File: src/rtl/casc_irq_pkg.sv
package casc_irq_pkg;

    localparam int UNIT_LINES = 8;
    localparam int IDX_W      = $clog2(UNIT_LINES);
    localparam int CASC_SLOT  = 2;
    localparam int DEV_LINES  = 2 * UNIT_LINES - 1;
    localparam int VEC_W      = 8;

    localparam logic [VEC_W-1:0] VEC_BASE = 8'h20;
    localparam logic [VEC_W-1:0] VEC_SEC  = VEC_BASE + VEC_W'(UNIT_LINES);
    localparam logic [VEC_W-1:0] VEC_NMI  = 8'h02;

    localparam logic [1:0] RA_PRI_MASK = 2'd0;
    localparam logic [1:0] RA_PRI_STAT = 2'd1;
    localparam logic [1:0] RA_SEC_MASK = 2'd2;
    localparam logic [1:0] RA_SEC_STAT = 2'd3;

    typedef enum logic {
        ST_IDLE,
        ST_ANSWER
    } ack_state_e;

endpackage

File: src/rtl/irq_unit.sv
module irq_unit
    import casc_irq_pkg::*;
#(
    parameter int                LINES    = UNIT_LINES,
    parameter logic [LINES-1:0]  LEVEL_IN = '0,
    localparam int               IW       = $clog2(LINES)
) (
    input  logic             clk,
    input  logic             rst_n,
    input  logic [LINES-1:0] req,
    input  logic             mask_we,
    input  logic [LINES-1:0] mask_wd,
    input  logic             clr_en,
    input  logic [IW-1:0]    clr_idx,
    output logic [LINES-1:0] pend,
    output logic [LINES-1:0] mask,
    output logic             int_out,
    output logic             hit,
    output logic [IW-1:0]    idx
);

    logic [LINES-1:0] avail;

    // Mask register: blocks everything out of reset
    always_ff @(posedge clk or negedge rst_n) begin
        if (!rst_n) begin
            mask <= '1;
        end else if (mask_we) begin
            mask <= mask_wd;
        end
    end

    // Per-input capture: level pass-through for a cascade slot, edge latch otherwise
    for (genvar b = 0; b < LINES; b++) begin : g_line
        if (LEVEL_IN[b]) begin : g_level
            assign pend[b] = req[b];
        end else begin : g_edge
            logic prev_q;
            logic pend_q;
            logic clr_me;
            assign clr_me = clr_en && (clr_idx == IW'(b));
            always_ff @(posedge clk or negedge rst_n) begin
                if (!rst_n) begin
                    prev_q <= 1'b0;
                    pend_q <= 1'b0;
                end else begin
                    prev_q <= req[b];
                    pend_q <= (pend_q && !clr_me) || (req[b] && !prev_q);
                end
            end
            assign pend[b] = pend_q;
        end
    end

    assign avail   = pend & ~mask;
    assign int_out = |avail;

    // Fixed priority: lowest index wins (scan high to low, last write stands)
    always_comb begin
        hit = 1'b0;
        idx = '0;
        for (int i = LINES - 1; i >= 0; i--) begin
            if (avail[i]) begin
                hit = 1'b1;
                idx = IW'(i);
            end
        end
    end

endmodule

File: src/rtl/irq_ack_seq.sv
module irq_ack_seq
    import casc_irq_pkg::*;
(
    input  logic             clk,
    input  logic             rst_n,
    input  logic             ack_stb,
    input  logic             nmi_pend,
    input  logic             p_hit,
    input  logic [IDX_W-1:0] p_idx,
    input  logic             s_hit,
    input  logic [IDX_W-1:0] s_idx,
    output logic             nmi_clr,
    output logic             p_clr,
    output logic             s_clr,
    output logic             vec_valid,
    output logic [VEC_W-1:0] vec_out
);

    ack_state_e state_q, state_d;
    logic       take;
    logic       pick_casc;
    logic       pick_pri;
    logic [VEC_W-1:0] vec_d;
    logic       valid_d;

    assign take      = (state_q == ST_IDLE) && ack_stb;
    assign pick_casc = !nmi_pend && p_hit && (p_idx == IDX_W'(CASC_SLOT)) && s_hit;
    assign pick_pri  = !nmi_pend && p_hit && (p_idx != IDX_W'(CASC_SLOT));

    assign nmi_clr = take && nmi_pend;
    assign p_clr   = take && pick_pri;
    assign s_clr   = take && pick_casc;

    always_comb begin
        unique case (state_q)
            ST_IDLE:   state_d = ack_stb ? ST_ANSWER : ST_IDLE;
            ST_ANSWER: state_d = ST_IDLE;
            default:   state_d = ST_IDLE;
        endcase
    end

    always_comb begin
        valid_d = 1'b0;
        vec_d   = '0;
        if (nmi_pend) begin
            valid_d = 1'b1;
            vec_d   = VEC_NMI;
        end else if (pick_casc) begin
            valid_d = 1'b1;
            vec_d   = VEC_SEC + VEC_W'(s_idx);
        end else if (pick_pri) begin
            valid_d = 1'b1;
            vec_d   = VEC_BASE + VEC_W'(p_idx);
        end
    end

    // State register
    always_ff @(posedge clk or negedge rst_n) begin
        if (!rst_n) begin
            state_q <= ST_IDLE;
        end else begin
            state_q <= state_d;
        end
    end

    // Output register: the response lives for the ST_ANSWER cycle only
    always_ff @(posedge clk or negedge rst_n) begin
        if (!rst_n) begin
            vec_valid <= 1'b0;
            vec_out   <= '0;
        end else if (take) begin
            vec_valid <= valid_d;
            vec_out   <= vec_d;
        end else begin
            vec_valid <= 1'b0;
            vec_out   <= '0;
        end
    end

endmodule

File: src/rtl/casc_irq_ctrl.sv
module casc_irq_ctrl
    import casc_irq_pkg::*;
(
    input  logic                 clk,
    input  logic                 rst_n,
    input  logic [DEV_LINES-1:0] dev_req,
    input  logic                 nmi_req,
    output logic                 irq_out,
    output logic                 nmi_out,
    input  logic                 ack_stb,
    output logic                 vec_valid,
    output logic [VEC_W-1:0]     vec_out,
    input  logic [1:0]           reg_addr,
    input  logic                 reg_we,
    input  logic [UNIT_LINES-1:0] reg_wdata,
    output logic [UNIT_LINES-1:0] reg_rdata
);

    localparam logic [UNIT_LINES-1:0] PRI_LEVEL = UNIT_LINES'(1) << CASC_SLOT;

    logic [UNIT_LINES-1:0] p_req, s_req;
    logic [UNIT_LINES-1:0] p_pend, s_pend, p_mask, s_mask;
    logic                  p_int, s_int, p_hit, s_hit;
    logic [IDX_W-1:0]      p_idx, s_idx;
    logic                  p_clr, s_clr, nmi_clr;
    logic                  nmi_prev, nmi_pend;

    assign s_req = dev_req[DEV_LINES-1:UNIT_LINES-1];
    assign p_req = {dev_req[UNIT_LINES-2:CASC_SLOT], s_int, dev_req[CASC_SLOT-1:0]};

    irq_unit #(.LINES(UNIT_LINES), .LEVEL_IN('0)) u_sec (
        .clk     (clk),
        .rst_n   (rst_n),
        .req     (s_req),
        .mask_we (reg_we && (reg_addr == RA_SEC_MASK)),
        .mask_wd (reg_wdata),
        .clr_en  (s_clr),
        .clr_idx (s_idx),
        .pend    (s_pend),
        .mask    (s_mask),
        .int_out (s_int),
        .hit     (s_hit),
        .idx     (s_idx)
    );

    irq_unit #(.LINES(UNIT_LINES), .LEVEL_IN(PRI_LEVEL)) u_pri (
        .clk     (clk),
        .rst_n   (rst_n),
        .req     (p_req),
        .mask_we (reg_we && (reg_addr == RA_PRI_MASK)),
        .mask_wd (reg_wdata),
        .clr_en  (p_clr),
        .clr_idx (p_idx),
        .pend    (p_pend),
        .mask    (p_mask),
        .int_out (p_int),
        .hit     (p_hit),
        .idx     (p_idx)
    );

    // Non-maskable source: edge latched, never gated
    always_ff @(posedge clk or negedge rst_n) begin
        if (!rst_n) begin
            nmi_prev <= 1'b0;
            nmi_pend <= 1'b0;
        end else begin
            nmi_prev <= nmi_req;
            nmi_pend <= (nmi_pend && !nmi_clr) || (nmi_req && !nmi_prev);
        end
    end

    irq_ack_seq u_seq (
        .clk       (clk),
        .rst_n     (rst_n),
        .ack_stb   (ack_stb),
        .nmi_pend  (nmi_pend),
        .p_hit     (p_hit),
        .p_idx     (p_idx),
        .s_hit     (s_hit),
        .s_idx     (s_idx),
        .nmi_clr   (nmi_clr),
        .p_clr     (p_clr),
        .s_clr     (s_clr),
        .vec_valid (vec_valid),
        .vec_out   (vec_out)
    );

    assign irq_out = p_int;
    assign nmi_out = nmi_pend;

    always_comb begin
        unique case (reg_addr)
            RA_PRI_MASK: reg_rdata = p_mask;
            RA_PRI_STAT: reg_rdata = p_pend;
            RA_SEC_MASK: reg_rdata = s_mask;
            default:     reg_rdata = s_pend;
        endcase
    end

endmodule

File: config.mk
export PLATFORM = sky130hd
export DESIGN_NAME = casc_irq_ctrl
export DESIGN_NICKNAME = d
export VERILOG_FILES = /design/src/rtl/casc_irq_pkg.sv /design/src/rtl/irq_unit.sv /design/src/rtl/irq_ack_seq.sv /design/src/rtl/casc_irq_ctrl.sv
export SDC_FILE = /design/constraint.sdc
export NUM_CORES = 1
export LEC_CHECK = 0
export BUFFER_PORTS_ARGS = -buffer_cell sky130_fd_sc_hd__buf_2
export CAP_MARGIN = 20
export CORE_MARGIN = 10
export CORE_UTILIZATION = 45
export DETAILED_ROUTE_END_ITERATION = 12
export PLACE_DENSITY_LB_ADDON = 0.08
export SLEW_MARGIN = 20
export SYNTH_ARGS = -nofsm -noshare
export SYNTH_HDL_FRONTEND = slang
export SYNTH_SLANG_ARGS = --single-unit
File: constraint.sdc
create_clock -name clk -period 2.7 [get_ports clk]
set_input_delay 0.675 -clock clk [delete_from_list [all_inputs] [get_ports clk]]
set_output_delay 0.675 -clock clk [all_outputs]
set_load 0.02 [all_outputs]
[Yosys cells after proc, flatten, opt, wreduce, memory -nomap -nowiden]
Cells that the tools add are included.
Cells by class
  $add $sub $neg: 2
  eq/ne operators: 17
  mux-type cells: 43
  bitwise operators: 5
  reduce and logical (&&, ||, !) cells: 111
Operators with widths (count)
  $logic_and 1x1->1: 57
  $mux 3: 16
  $logic_not 1->1: 33
  $mux 8: 4
  $eq 3x3->1 const B: 8
  $pmux 8 s3: 1
  $mux 1: 21
  $and 8x8->8: 2
  $logic_or 1x1->1: 16
  $not 8->8: 2
  $reduce_or 8->1: 2
  $add 6x3->7 const A: 2
  $eq 3x2->1 const B: 4
  $eq 3x1->1 const B: 2
  $logic_not 3->1: 2
  $ne 3x2->1 const B: 1
  $eq 2x1->1 const B: 1
  $eq 2x2->1 const B: 1
  $logic_not 2->1: 1
  $pmux 1 s2: 1
  $not 1->1: 1
Storage, ports and cells
  flip-flop bits (word level): 58
  bits of input ports: 30
  output and inout port bits: 19
  word-level logic and storage cells: 215

[Longest topological paths before layout]
  word-level depth: 20
  mapped depth: 6
  depth with buffers taken out: 5

[By module]
Synthesis repeated with hierarchy kept, for this count alone.
Unflattened totals
  cells, all modules: 235
  area, all modules: 2737.6 um2
By module, submodules not included
  irq_unit at u_sec: instances 1, cells an instance 97, area each 1089.8 um2, sequential area each 610.6 um2
  irq_unit at u_pri: instances 1, cells an instance 92, area each 1026.0 um2, sequential area each 560.5 um2
  irq_ack_seq: instances 1, cells an instance 29, area each 344.1 um2, sequential area each 175.2 um2
  casc_irq_ctrl: instances 1, cells an instance 17, area each 277.8 um2, sequential area each 50.0 um2

[Least setup slack after synthesis]
Ideal clock, no wire load.
  kind: input to output
  start point: input port reg_addr[1]
  end point: output port reg_rdata[6]
  arrival: 1636 ps
  required time: 2025 ps
  setup slack: 389 ps
  stages: 2
  buffers on the path: 1
  path through: clkbuf_1 -> mux4_2
On the way
  longest elaborated chain between the ends: 2
  elaborated cells between the ends (all ways): 4
  those cells by class: eq/ne (2); mux (1); reduce/logical (1)
RTL lines
  start: declaration: line casc_irq_ctrl.sv:13  | input logic [1:0] reg_addr,
  $eq 2x2->1, or another cell as far along: line casc_irq_ctrl.sv:92  | unique case (reg_addr)
  $pmux 8 s3 *: line casc_irq_ctrl.sv:92
  end: declaration: line casc_irq_ctrl.sv:16  | output logic [UNIT_LINES-1:0] reg_rdata
Mark *: on every way between the ends. The rest lies on a longest branch, timed or not.

[Final worst setup path]
  start point: register u_sec.mask[1]
  end point: output port reg_rdata[2]
On the way
  longest elaborated chain between the ends: 4
RTL lines
  start: declaration: line irq_unit.sv:16  | output logic [LINES-1:0] mask,
  start signal: assignment: line irq_unit.sv:29  | mask <= mask_wd;
  $not 8->8: line irq_unit.sv:55  | assign avail = pend & ~mask;
  $and 8x8->8: line irq_unit.sv:55
  $reduce_or 8->1: line irq_unit.sv:56  | assign int_out = |avail;
  $pmux 8 s3: line casc_irq_ctrl.sv:92
No other way between the ends.

==> impl_metrics.ini <==
[worst_setup_path]
crit_path_start = u_sec.mask[1]
arrival_ns = 1.96
crit_fanout = 5
r2r-end = u_sec.g_line[2].g_edge.pend_q
critPathKind = reg2out
cp-end-kind = primary output
start_kind = flop
ff2ff_path_depth = 5
regToRegStartpoint = u_pri.mask[0]
r2r_setup_slack_ns = 0.79
cp.required_ns = 2.03

[timing]
fmaxAchievable_ghz = 0.3797
fin_ws_ns = 0.06642
drv_slew = 0
final.min_clock_period_ns = 2.634
slew_headroom_pct = 58.95
worst_slew_pin_slew_ns = 0.6158
hold_viol_final = 0
timing.hold.ws_ns = 0.3679
period_share_pct = 97.54
fin_worst_skew_ns = 0.003862
setup_viol = 0

[yosys]
synth_edf_count = 0
syn_area_per_cell_um2 = 12.21
ys.warnings.count = 0
synth_compound_area_share_pct = 14.45
muxShareOfSynthArea_pct = 13.60
synthCells = 217
synth_ff_type = dfrtp_1
post_synth_xor_area_fraction_pct = 0
yosysUniqueCellTypes = 50
synth_fa_ha_area_share_pct = 0
synth_top_family_by_area = simple AND/OR/NAND/NOR gates
synth_seq_cells = 55
syn_area_um2 = 2650
synthArstFlopShare_pct = 100.0
yosysSeqAreaShare_pct = 52.69
synth-simple-area-share_pct = 14.59

[clocking]
clkTransAtPathRegs_ns = 0.09
cts_max_level = 2
cts_sinks = 55
clock-root-buffer = clkbuf_8
postCtsHoldBufs = 0
cts_tree = built
cts_max_path_buffers = 2
cts_buffers = 5
clk_latency_ns = 0.30

[power_and_ir_drop]
p_per_area_nw_per_um2 = 635.6
p_int_uw = 1348
p_sw_uw = 619.1
sw_frac_of_total_pct = 31.46
leakage_uw = 0.001355
seq_power_share_pct = 51.5
combPwrFrac_pct = 25.8
power.share.clock_pct = 22.7
fin_total_pwr_uw = 1967
ir_drop_v = 0.0002494

[die]
rows = 27
initial_core_util_pct = 47.26
dieHeight_um = 96.74
io_pins = 49
fp.dieW_um = 96.74
fp.coreArea_um2 = 5608
design.die.area_um2 = 9359

[drt]
ant_nets = 0
vias_per_cell = 5.457
dr.first_iter.drc_count = 78
drt-total-wl_um = 6102
dr.pass1.iters = 4
detail_route.wl_per_cell_um = 17.89
vias = 1861
drc_errors = 0

[run_status]
status = complete, no violations

[placement]
dp_hpwl_um = 4826
place_ws_ns = 0.2798
port_buffers = 45
globalplace.congestion = 0.8513
place_area_um2 = 2944

[cells_and_area]
n_fill_cell = 520
diodes = 0
finish.instance_area_um2 = 3095
final_cell_mix = buf_2 (44), dfrtp_1 (39), inv_1 (17)
drive_gt1_share_pct = 42.75
multi_input_area_um2 = 1186
final_common_cell = buf_2
seqCellArea_um2 = 1396
area_growth_syn_to_layout_pct = 16.81
nets = 298

[grt]
grt_remaining_overflow = 0
globalRouteTotalUtil_pct = 13.06
grt_pass1_vias = 1999
grt_max_degree = 29
antenna_found_initial = 0
grt_pass1_wl_um = 10160

[min_path]
worst_hold_path_type = in2async

[job]
maxCapViolCount = 0
-- synthesized netlist by cell type (all sizes together) (2+ instances only) --
library cell	instances	share of area (%)
nor4	2	1.0
nor2b	13	3.4
o21bai	3	0.85
dfstp	16	16
nand3	5	0.94
o211ai	2	0.57
o31ai	8	2.3
nor3	4	1.4
inv	17	2.4
nand2b	13	3.1
dfrtp	39	37
and2	2	0.47
a22o	2	0.66
o21ai	16	3.0
mux2	16	6.8
a31oi	2	0.47
nor2	8	1.1
a21oi	6	1.6
o22ai	2	0.47
a211oi	3	0.85
buf	6	2.0
nand3b	2	0.57
nand2	3	0.42
mux4	8	6.8
a31o	2	0.66
-- final cells by class --
type                            instances  share of cell area (%)
Clock buffer                            6                   2.344
Clock inverter                          2                  0.4042
Inverter                               17                   2.061
Multi-Input combinational cell        140                   38.32
Sequential cell                        55                   45.11
Tap cell                               72                   2.910
Timing Repair Buffer                   49                   8.852
-- through the flow --
step / cells / TNS [ns] / utilization [%]
2_1_floorplan: 219 / 0 / -
3_3_place_gp: 331 / 0 / 52.50
3_5_place_dp: 331 / 0 / 52.50
4_1_cts: 340 / 0 / 54.19
5_1_grt: 341 / -0.005961 / 55.20
6_report: 341 / 0 / 55.20
-- power groups by stage --
stage	registers (uW)	clock network, uW	logic (uW)
finish	1010	446	508
global route	1030	498	556
CTS	1010	466	489
detailed placement	1020	0	484
global placement	1020	0	483
floorplan	1000	0	361
-- kinds of logic (layout without fill, tap and decap cells) --
logic type,Yosys count,count (layout)
AO/OA/AOI/OAI,55,55
multiplexers,24,24
other,1,3
flip-flops,55,55
buffers and inverters,24,74
AND/OR/NAND/NOR,58,58
-- flip-flops by register name, summed over array words and instances (netlist names), 5 cells and up --
register	flops
u_pri.g_line.g_edge.pend_q	7
u_seq.vec_out	5
u_pri.mask	8
u_pri.g_line.g_edge.prev_q	7
u_sec.g_line.g_edge.pend_q	8
u_sec.g_line.g_edge.prev_q	8
u_sec.mask	8
-- worst max-delay path by stage --
stage                         to  depth (start not counted)  slack (ns)
detailed placement  reg_rdata[2]                          5        0.28
finish              reg_rdata[2]                          5        0.07
global route        reg_rdata[2]                          5      -0.006
global placement    reg_rdata[2]                          5        0.32
floorplan           reg_rdata[6]                          2        0.39
CTS                 reg_rdata[2]                          5        0.02
-- timing repair --
item                       4_1_cts  5_1_grt
resized for setup                1        9
pin swaps                        1        2
setup endpoints to repair        1        2
setup buffers                    1        1
-- critical path: stages (launching register included) --
cell      delay, ns
dfstp_2        0.59
nor2b_4        0.06
and4bb_2       0.32
nand2_2        0.07
mux4_2         0.47
buf_6          0.15
-- per-layer routing --
metal | global-route usage (%) | up-vias | share of wire [%]
met1 | 15.72 | 933 | 44
met2 | 22.19 | 41 | 52
met3 | 3.620 | 2 | 3.9
met4 | 3.608 | 0 | 0.51
met5 | 0 | - | 0
li1 | - | 885 | -
No activity file was read; power rests on OpenSTA's default activity.
